## config.mk

```make
export PLATFORM = sky130hd
export DESIGN_NAME = xtr_reader
export DESIGN_NICKNAME = d
export VERILOG_FILES = /design/src/rtl/xtr_pkg.sv /design/src/rtl/xtr_packer.sv /design/src/rtl/xtr_fifo.sv /design/src/rtl/xtr_encoder.sv /design/src/rtl/xtr_reader.sv
export SDC_FILE = /design/constraint.sdc
export NUM_CORES = 1
export LEC_CHECK = 0
export BUFFER_PORTS_ARGS = -buffer_cell sky130_fd_sc_hd__buf_2
export CAP_MARGIN = 30
export CORE_ASPECT_RATIO = 1.4
export CORE_MARGIN = 8
export CORE_UTILIZATION = 42
export CTS_CLUSTER_SIZE = 8
export DETAILED_ROUTE_END_ITERATION = 8
export RECOVER_POWER = 25
export SYNTH_ARGS = -nofsm -noshare
export SYNTH_HDL_FRONTEND = slang
export SYNTH_SLANG_ARGS = --single-unit
```

## constraint.sdc

```tcl
create_clock -name clk -period 6 [get_ports clk]
set_input_delay 0.3 -clock clk [delete_from_list [all_inputs] [get_ports clk]]
set_output_delay 0.3 -clock clk [all_outputs]
set_load 0.02 [all_outputs]
```

## src/rtl/xtr_pkg.sv

```systemverilog
package xtr_pkg;

   localparam int WORD_BYTES = 4;
   localparam int WORD_W     = 8 * WORD_BYTES;

   localparam logic [2:0] SEL_PRUNE = 3'd4;
   localparam logic [2:0] SEL_ABORT = 3'd5;
   localparam logic [2:0] SEL_ESC   = 3'd6;
   localparam logic [2:0] SEL_IDLE  = 3'd7;

   typedef enum logic [1:0] {
      TK_DATA  = 2'd0,
      TK_LAST  = 2'd1,
      TK_ABORT = 2'd2
   } tok_kind_e;

   typedef struct packed {
      tok_kind_e         kind;
      logic [2:0]        sel;
      logic [WORD_W-1:0] word;
   } tok_t;

   function automatic logic [WORD_W-1:0] mk_code(input logic [2:0] s);
      return {5'b0, s, 16'h0000, 8'h80};
   endfunction

   function automatic logic is_reserved(input logic [WORD_W-1:0] w);
      return (w[31:27] == 5'b0) && (w[23:0] == 24'h000080);
   endfunction

endpackage

```

## src/rtl/xtr_packer.sv

```systemverilog
module xtr_packer
   import xtr_pkg::*;
(
   input  logic       clk,
   input  logic       rst_n,
   input  logic       flush,
   input  logic       in_valid,
   input  logic       in_ready,
   input  logic [7:0] in_data,
   input  logic       in_sof,
   input  logic       in_eof,
   input  logic       in_prune,
   input  logic       in_abort,
   output logic       push,
   output tok_t       push_tok
);

   logic [WORD_W-1:0] acc;
   logic [1:0]        lane;
   logic [1:0]        start_lane;
   logic [WORD_W-1:0] merged;
   logic              take;

   assign take       = in_valid && in_ready && !flush;
   assign start_lane = in_sof ? 2'd0 : lane;

   for (genvar g = 0; g < WORD_BYTES; g++) begin : g_lane
      assign merged[8*g +: 8] = (start_lane == 2'(g)) ? in_data :
                                (2'(g) < start_lane)  ? acc[8*g +: 8] : 8'h00;
   end

   always_comb begin
      push          = 1'b0;
      push_tok      = '0;
      push_tok.kind = TK_DATA;
      if (take) begin
         if (in_abort) begin
            push          = 1'b1;
            push_tok.kind = TK_ABORT;
            push_tok.sel  = SEL_ABORT;
         end else if (in_eof) begin
            push          = 1'b1;
            push_tok.kind = TK_LAST;
            push_tok.sel  = in_prune ? SEL_PRUNE : {1'b0, 2'd3 - start_lane};
            push_tok.word = merged;
         end else if (start_lane == 2'd3) begin
            push          = 1'b1;
            push_tok.word = merged;
         end
      end
   end

   always_ff @(posedge clk or negedge rst_n) begin
      if (!rst_n) begin
         acc  <= '0;
         lane <= '0;
      end else if (flush) begin
         acc  <= '0;
         lane <= '0;
      end else if (take) begin
         if (push) begin
            acc  <= '0;
            lane <= '0;
         end else begin
            acc  <= merged;
            lane <= start_lane + 2'd1;
         end
      end
   end

endmodule

```

## src/rtl/xtr_fifo.sv

```systemverilog
module xtr_fifo
   import xtr_pkg::*;
#(
   parameter int DEPTH = 8
) (
   input  logic clk,
   input  logic rst_n,
   input  logic flush,
   input  logic push,
   input  tok_t din,
   input  logic pop,
   output tok_t head,
   output logic head_valid,
   output logic full
);

   localparam int AW = $clog2(DEPTH);

   initial begin : chk_depth
      assert (DEPTH >= 2 && (1 << AW) == DEPTH)
         else $error("xtr_fifo: DEPTH must be a power of two, at least 2");
   end

   tok_t          mem [DEPTH];
   logic [AW:0]   wp;
   logic [AW:0]   rp;

   assign head_valid = (wp != rp);
   assign full       = (wp[AW] != rp[AW]) && (wp[AW-1:0] == rp[AW-1:0]);
   assign head       = mem[rp[AW-1:0]];

   always_ff @(posedge clk) begin
      if (push && !flush) mem[wp[AW-1:0]] <= din;
   end

   always_ff @(posedge clk or negedge rst_n) begin
      if (!rst_n) begin
         wp <= '0;
         rp <= '0;
      end else if (flush) begin
         wp <= '0;
         rp <= '0;
      end else begin
         if (push) wp <= wp + 1'b1;
         if (pop)  rp <= rp + 1'b1;
      end
   end

   AST_NO_OVERFLOW:  assert property (@(posedge clk) disable iff (!rst_n)
                        !(push && full && !flush));
   AST_NO_UNDERFLOW: assert property (@(posedge clk) disable iff (!rst_n)
                        !(pop && !head_valid));

endmodule

```

## src/rtl/xtr_encoder.sv

```systemverilog
module xtr_encoder
   import xtr_pkg::*;
(
   input  logic              clk,
   input  logic              rst_n,
   input  logic              flush,
   input  tok_t              head,
   input  logic              head_valid,
   input  logic              rd_strobe,
   output logic              pop,
   output logic [WORD_W-1:0] rd_data
);

   typedef enum logic [2:0] {
      PH_IDLE, PH_LIT, PH_LASTW, PH_LASTLIT, PH_FILL
   } phase_e;

   phase_e phase, phase_nxt;
   logic   pop_cand;

   always_comb begin
      phase_nxt = phase;
      pop_cand  = 1'b0;
      rd_data   = mk_code(SEL_IDLE);
      unique case (phase)
         PH_IDLE: begin
            if (head_valid) begin
               unique case (head.kind)
                  TK_LAST: begin
                     rd_data   = mk_code(head.sel);
                     phase_nxt = PH_LASTW;
                  end
                  TK_ABORT: begin
                     rd_data   = mk_code(SEL_ABORT);
                     phase_nxt = PH_FILL;
                  end
                  default: begin
                     if (is_reserved(head.word)) begin
                        rd_data   = mk_code(SEL_ESC);
                        phase_nxt = PH_LIT;
                     end else begin
                        rd_data  = head.word;
                        pop_cand = 1'b1;
                     end
                  end
               endcase
            end
         end
         PH_LASTW: begin
            if (is_reserved(head.word)) begin
               rd_data   = mk_code(SEL_ESC);
               phase_nxt = PH_LASTLIT;
            end else begin
               rd_data   = head.word;
               pop_cand  = 1'b1;
               phase_nxt = PH_IDLE;
            end
         end
         PH_LIT, PH_LASTLIT: begin
            rd_data   = head.word;
            pop_cand  = 1'b1;
            phase_nxt = PH_IDLE;
         end
         PH_FILL: begin
            rd_data   = '0;
            pop_cand  = 1'b1;
            phase_nxt = PH_IDLE;
         end
         default: phase_nxt = PH_IDLE;
      endcase
   end

   assign pop = rd_strobe && pop_cand && !flush;

   always_ff @(posedge clk or negedge rst_n) begin
      if (!rst_n)         phase <= PH_IDLE;
      else if (flush)     phase <= PH_IDLE;
      else if (rd_strobe) phase <= phase_nxt;
   end

   AST_PHASE_HAS_HEAD: assert property (@(posedge clk) disable iff (!rst_n)
                          (phase != PH_IDLE) |-> head_valid);
   AST_ESC_THEN_LIT:   assert property (@(posedge clk) disable iff (!rst_n)
                          (rd_strobe && !flush && rd_data == mk_code(SEL_ESC))
                          |=> is_reserved(rd_data));

endmodule

```

## src/rtl/xtr_reader.sv

```systemverilog
module xtr_reader
   import xtr_pkg::*;
#(
   parameter int DEPTH = 8
) (
   input  logic        clk,
   input  logic        rst_n,
   input  logic        flush,
   input  logic        in_valid,
   output logic        in_ready,
   input  logic [7:0]  in_data,
   input  logic        in_sof,
   input  logic        in_eof,
   input  logic        in_prune,
   input  logic        in_abort,
   input  logic        rd_strobe,
   output logic [31:0] rd_data,
   output logic        data_present
);

   localparam int CNT_W = $clog2(DEPTH + 1);

   logic          push;
   tok_t          push_tok;
   logic          pop;
   tok_t          head;
   logic          head_valid;
   logic          full;
   logic [CNT_W-1:0] frames;
   logic          frm_in;
   logic          frm_out;

   assign in_ready = !full;

   xtr_packer u_packer (
      .clk      (clk),
      .rst_n    (rst_n),
      .flush    (flush),
      .in_valid (in_valid),
      .in_ready (in_ready),
      .in_data  (in_data),
      .in_sof   (in_sof),
      .in_eof   (in_eof),
      .in_prune (in_prune),
      .in_abort (in_abort),
      .push     (push),
      .push_tok (push_tok)
   );

   xtr_fifo #(.DEPTH(DEPTH)) u_fifo (
      .clk        (clk),
      .rst_n      (rst_n),
      .flush      (flush),
      .push       (push),
      .din        (push_tok),
      .pop        (pop),
      .head       (head),
      .head_valid (head_valid),
      .full       (full)
   );

   xtr_encoder u_enc (
      .clk        (clk),
      .rst_n      (rst_n),
      .flush      (flush),
      .head       (head),
      .head_valid (head_valid),
      .rd_strobe  (rd_strobe),
      .pop        (pop),
      .rd_data    (rd_data)
   );

   assign frm_in  = push && (push_tok.kind != TK_DATA);
   assign frm_out = pop  && (head.kind != TK_DATA);

   always_ff @(posedge clk or negedge rst_n) begin
      if (!rst_n)                frames <= '0;
      else if (flush)            frames <= '0;
      else if (frm_in && !frm_out) frames <= frames + 1'b1;
      else if (frm_out && !frm_in) frames <= frames - 1'b1;
   end

   assign data_present = (frames != '0);

   AST_FLUSH_IDLE: assert property (@(posedge clk) disable iff (!rst_n)
                      flush |=> (!data_present && rd_data == mk_code(SEL_IDLE)));
   AST_DP_HOLD:    assert property (@(posedge clk) disable iff (!rst_n)
                      (data_present && !rd_strobe && !flush) |=> data_present);

endmodule

```

==> results_dict.tcl <==
set metrics [dict create \
    min_path_type "in -> reg" \
    slew_headroom_pct -70.1 \
    area_growth_pct 14.7 \
    initial_core_util_pct 42.5 \
    crit_path_start_kind "flop" \
    crit_type "reg -> out" \
    cts_sinks 337 \
    gp_congestion 0.801 \
    yosysMostFrequentCell "edfxtp_1" \
    total_power_mw 6.05 \
    overflow 0 \
    fp-row-count 80 \
    cts_max_path_buffers 3 \
    grt_antenna_before_repair 1 \
    fin_setup_tns_ps 0 \
    fill_cells 2859 \
    cts_tree "done" \
    fp.dieH_um 235 \
    status "complete, but fails checks" \
    cpMostUsedCell "buf_4" \
    die_area_um2 40600 \
    cts_buffers 48 \
    fmax_mhz 192 \
    worst_slew_pin_slew_ps 2550 \
    ctsRootBufferMaster "clkbuf_16" \
    dp_cells 1334 \
    io_buffers 50 \
    nNetsFinal 967 \
    synth_top_family_by_area "multiplexers" \
    finalWorstPathRequiredPeriod_ps 5200 \
    setup_violations 0 \
    final_core_util_pct 48.7 \
    ys_types 65 \
    synth_common_cells "edfxtp_1 (296), nor2_1 (81), mux4_2 (65), mux2i_1 (45), dfrtp_1 (41)" \
    synth_compound_area_share_pct 5.81 \
    synthMuxAreaShare_pct 14.5 \
    drcViolationCount 0 \
    vdd_drop_max_mv 0.179 \
    cts_setup_buffers 0 \
    clk_latency_ps 540 \
    die_x_um 173 \
    crit_arrival_ps 4900 \
    clkSlewWorstSetupHoldPaths_ps 50 \
    syn-instance-count 868 \
    syn-num-nets 900 \
    grt.total_usage_pct 16.5 \
    synth_xor_area_share_pct 0.486 \
    drt-initial-drc-count 466 \
    wl_per_cell_um 23.7 \
    synthArstFlopShare_pct 12.2 \
    rsz0062_at_grt "false" \
    yosys_warnings 0 \
    post-place-ws_ps 1220 \
    first_global_vias 8365 \
    hold_violations 0 \
    insertedDiodeCount 0 \
    max_stage_delay_ps 850 \
    hpwl_um 19900 \
    path_cells "buf_4, nand2_1, o22ai_1, o21ai_0, a2111oi_4, nand4_1, a21oi_1, or2_1, buf_4, nor2_1, buf_2" \
    ys_seq_area_share_pct 68.8 \
    synth_area_leader_cell "edfxtp_1" \
    required_ps 5700 \
    syn_avg_cell_area_um2 16.6 \
    routed_wl_um 33800 \
    final.setup_skew_ps 15.5 \
    drv_slew 42 \
    syn-cell-area_um2 14400 \
    synth-edff-count 296 \
    grt_max_degree 67 \
    critPathSlowestCell "dfrtp_4" \
    synth_top_flop_cell "edfxtp_1" \
    violations "max-capacitance violations, max-slew violations" \
    vias 7934 \
    cap_violations 1 \
    seqCellArea_um2 9930 \
    synth_area_leaders "edfxtp_1 (62%), mux4_2 (10%), dfrtp_1 (7.1%), mux2i_1 (3.1%), nor2_1 (2.1%)" \
    multi_input_area_um2 4220 \
    synthSimpleGateAreaFrac_pct 7.09 \
    drive_above_1_share_pct 22.3 \
    ant_nets 0 \
    io_pins 51 \
    fin_crit_sh_pct 86.7 \
    worstSetupEndpointType "primary output" \
    synth_top_area_share_pct 61.7 \
    worst_slack_ps 797 \
    grt_pass1_wl_um 51500 \
    htreeDepth 2 \
    final_cell_count_no_fill 1425 \
    vias_per_cell 5.57 \
    p_per_area_nw_per_um2 366 \
    cp_max_fo 34 \
    firstDrtPassIters 4 \
    coreArea_um2 33900 \
    synthAdderAreaFrac_pct 1.35 \
    synth_seq_cells 337 \
    p_leak_nw 5.75 \
]
cell usage in the layout (no fill, tap or decap), types with 5 or more instances in the layout:
| cell | count |
|---|---|
| nand2b_1 | 10 |
| nor3_1 | 16 |
| a21oi_1 | 34 |
| nand4_1 | 6 |
| nand2_1 | 36 |
| nand3_1 | 5 |
| a21o_1 | 5 |
| and3_1 | 11 |
| ha_1 | 14 |
| clkbuf_16 | 49 |
| a22o_1 | 25 |
| mux2i_1 | 45 |
| buf_4 | 12 |
| mux4_2 | 65 |
| o21ai_0 | 14 |
| clkbuf_1 | 40 |
| nor2b_1 | 5 |
| mux2_2 | 15 |
| inv_1 | 13 |
| o22ai_1 | 8 |
| xnor2_1 | 5 |
| buf_2 | 48 |
| edfxtp_1 | 296 |
| dfrtp_1 | 38 |
| nor2_1 | 82 |
per-layer routing:
metal / global-route usage (%) / wire length (um) / vias up
li1: - / - / 3565
met1: 19.4 / 13300 / 4124
met2: 30.0 / 18300 / 187
met3: 2.55 / 1320 / 56
met4: 5.73 / 800 / 2
met5: 0 / 13 / -
power by group:
group	switching [mW]	internal (mW)
combinational	0.545	0.380
clock	0.948	1.52
sequential	0.0927	2.56
total	1.59	4.47
cell families after synthesis:
kind of cell	Yosys count
DFF	337
muxes	125
buffers and inverters	63
adders and majority gates	15
xor gates and xnor gates	8
and+or+nand+nor	204
AOI/OAI and AO/OA	116
sequential cells by signal, indices dropped and copies added (netlist names):
register and count:
u_fifo.rp 4, u_enc.phase 3, u_packer.lane 2, u_fifo.wp 4, frames 4, u_packer.acc 24, u_fifo.mem 296
path summary, 6_finish.rpt:
kind | start | end | slack, ps | cells past startpoint
min in group asynchronous | rst_n | u_fifo.wp[1] | 1190 | 3
hold / removal | rd_strobe | u_enc.phase[0] | 40 | 2
setup reg to reg | u_fifo.rp[1] | frames[3] | 1010 | 14
hold reg to reg | u_packer.acc[0] | u_packer.acc[0] | 500 | 1
setup / recovery | u_fifo.rp[1] | rd_data[21] | 800 | 11
max in group asynchronous | rst_n | u_fifo.rp[2] | 3020 | 3
critical path: cells and delay by family (launching register included):
family,cells,cell delay (ps)
compound gates,4,1240
simple gates,4,1120
buf+inv,3,1100
flops,1,850
metrics by stage:
step	hold WS (ps)	area, um2
2_1_floorplan	4.41	14400
3_3_place_gp	421	15100
3_5_place_dp	428	15100
4_1_cts	20.7	16500
5_1_grt	47.4	16500
6_report	45.0	16500
what timing repair did:
action / CTS / global route
gates resized for setup: 0 / 0
endpoints found under the hold margin: 41 / 0
hold buffers: 1 / 0
layout make-up:
| class | count | area share [%] |
|---|---|---|
| multi-input combinational | 468 | 25.5 |
| clock inverter | 3 | 0.159 |
| timing repair buffer | 66 | 2.28 |
| tap | 451 | 3.41 |
| inverter | 14 | 0.318 |
| sequential | 337 | 60.1 |
| clock buffer | 86 | 8.26 |
(Power assumes the default switching activity.)
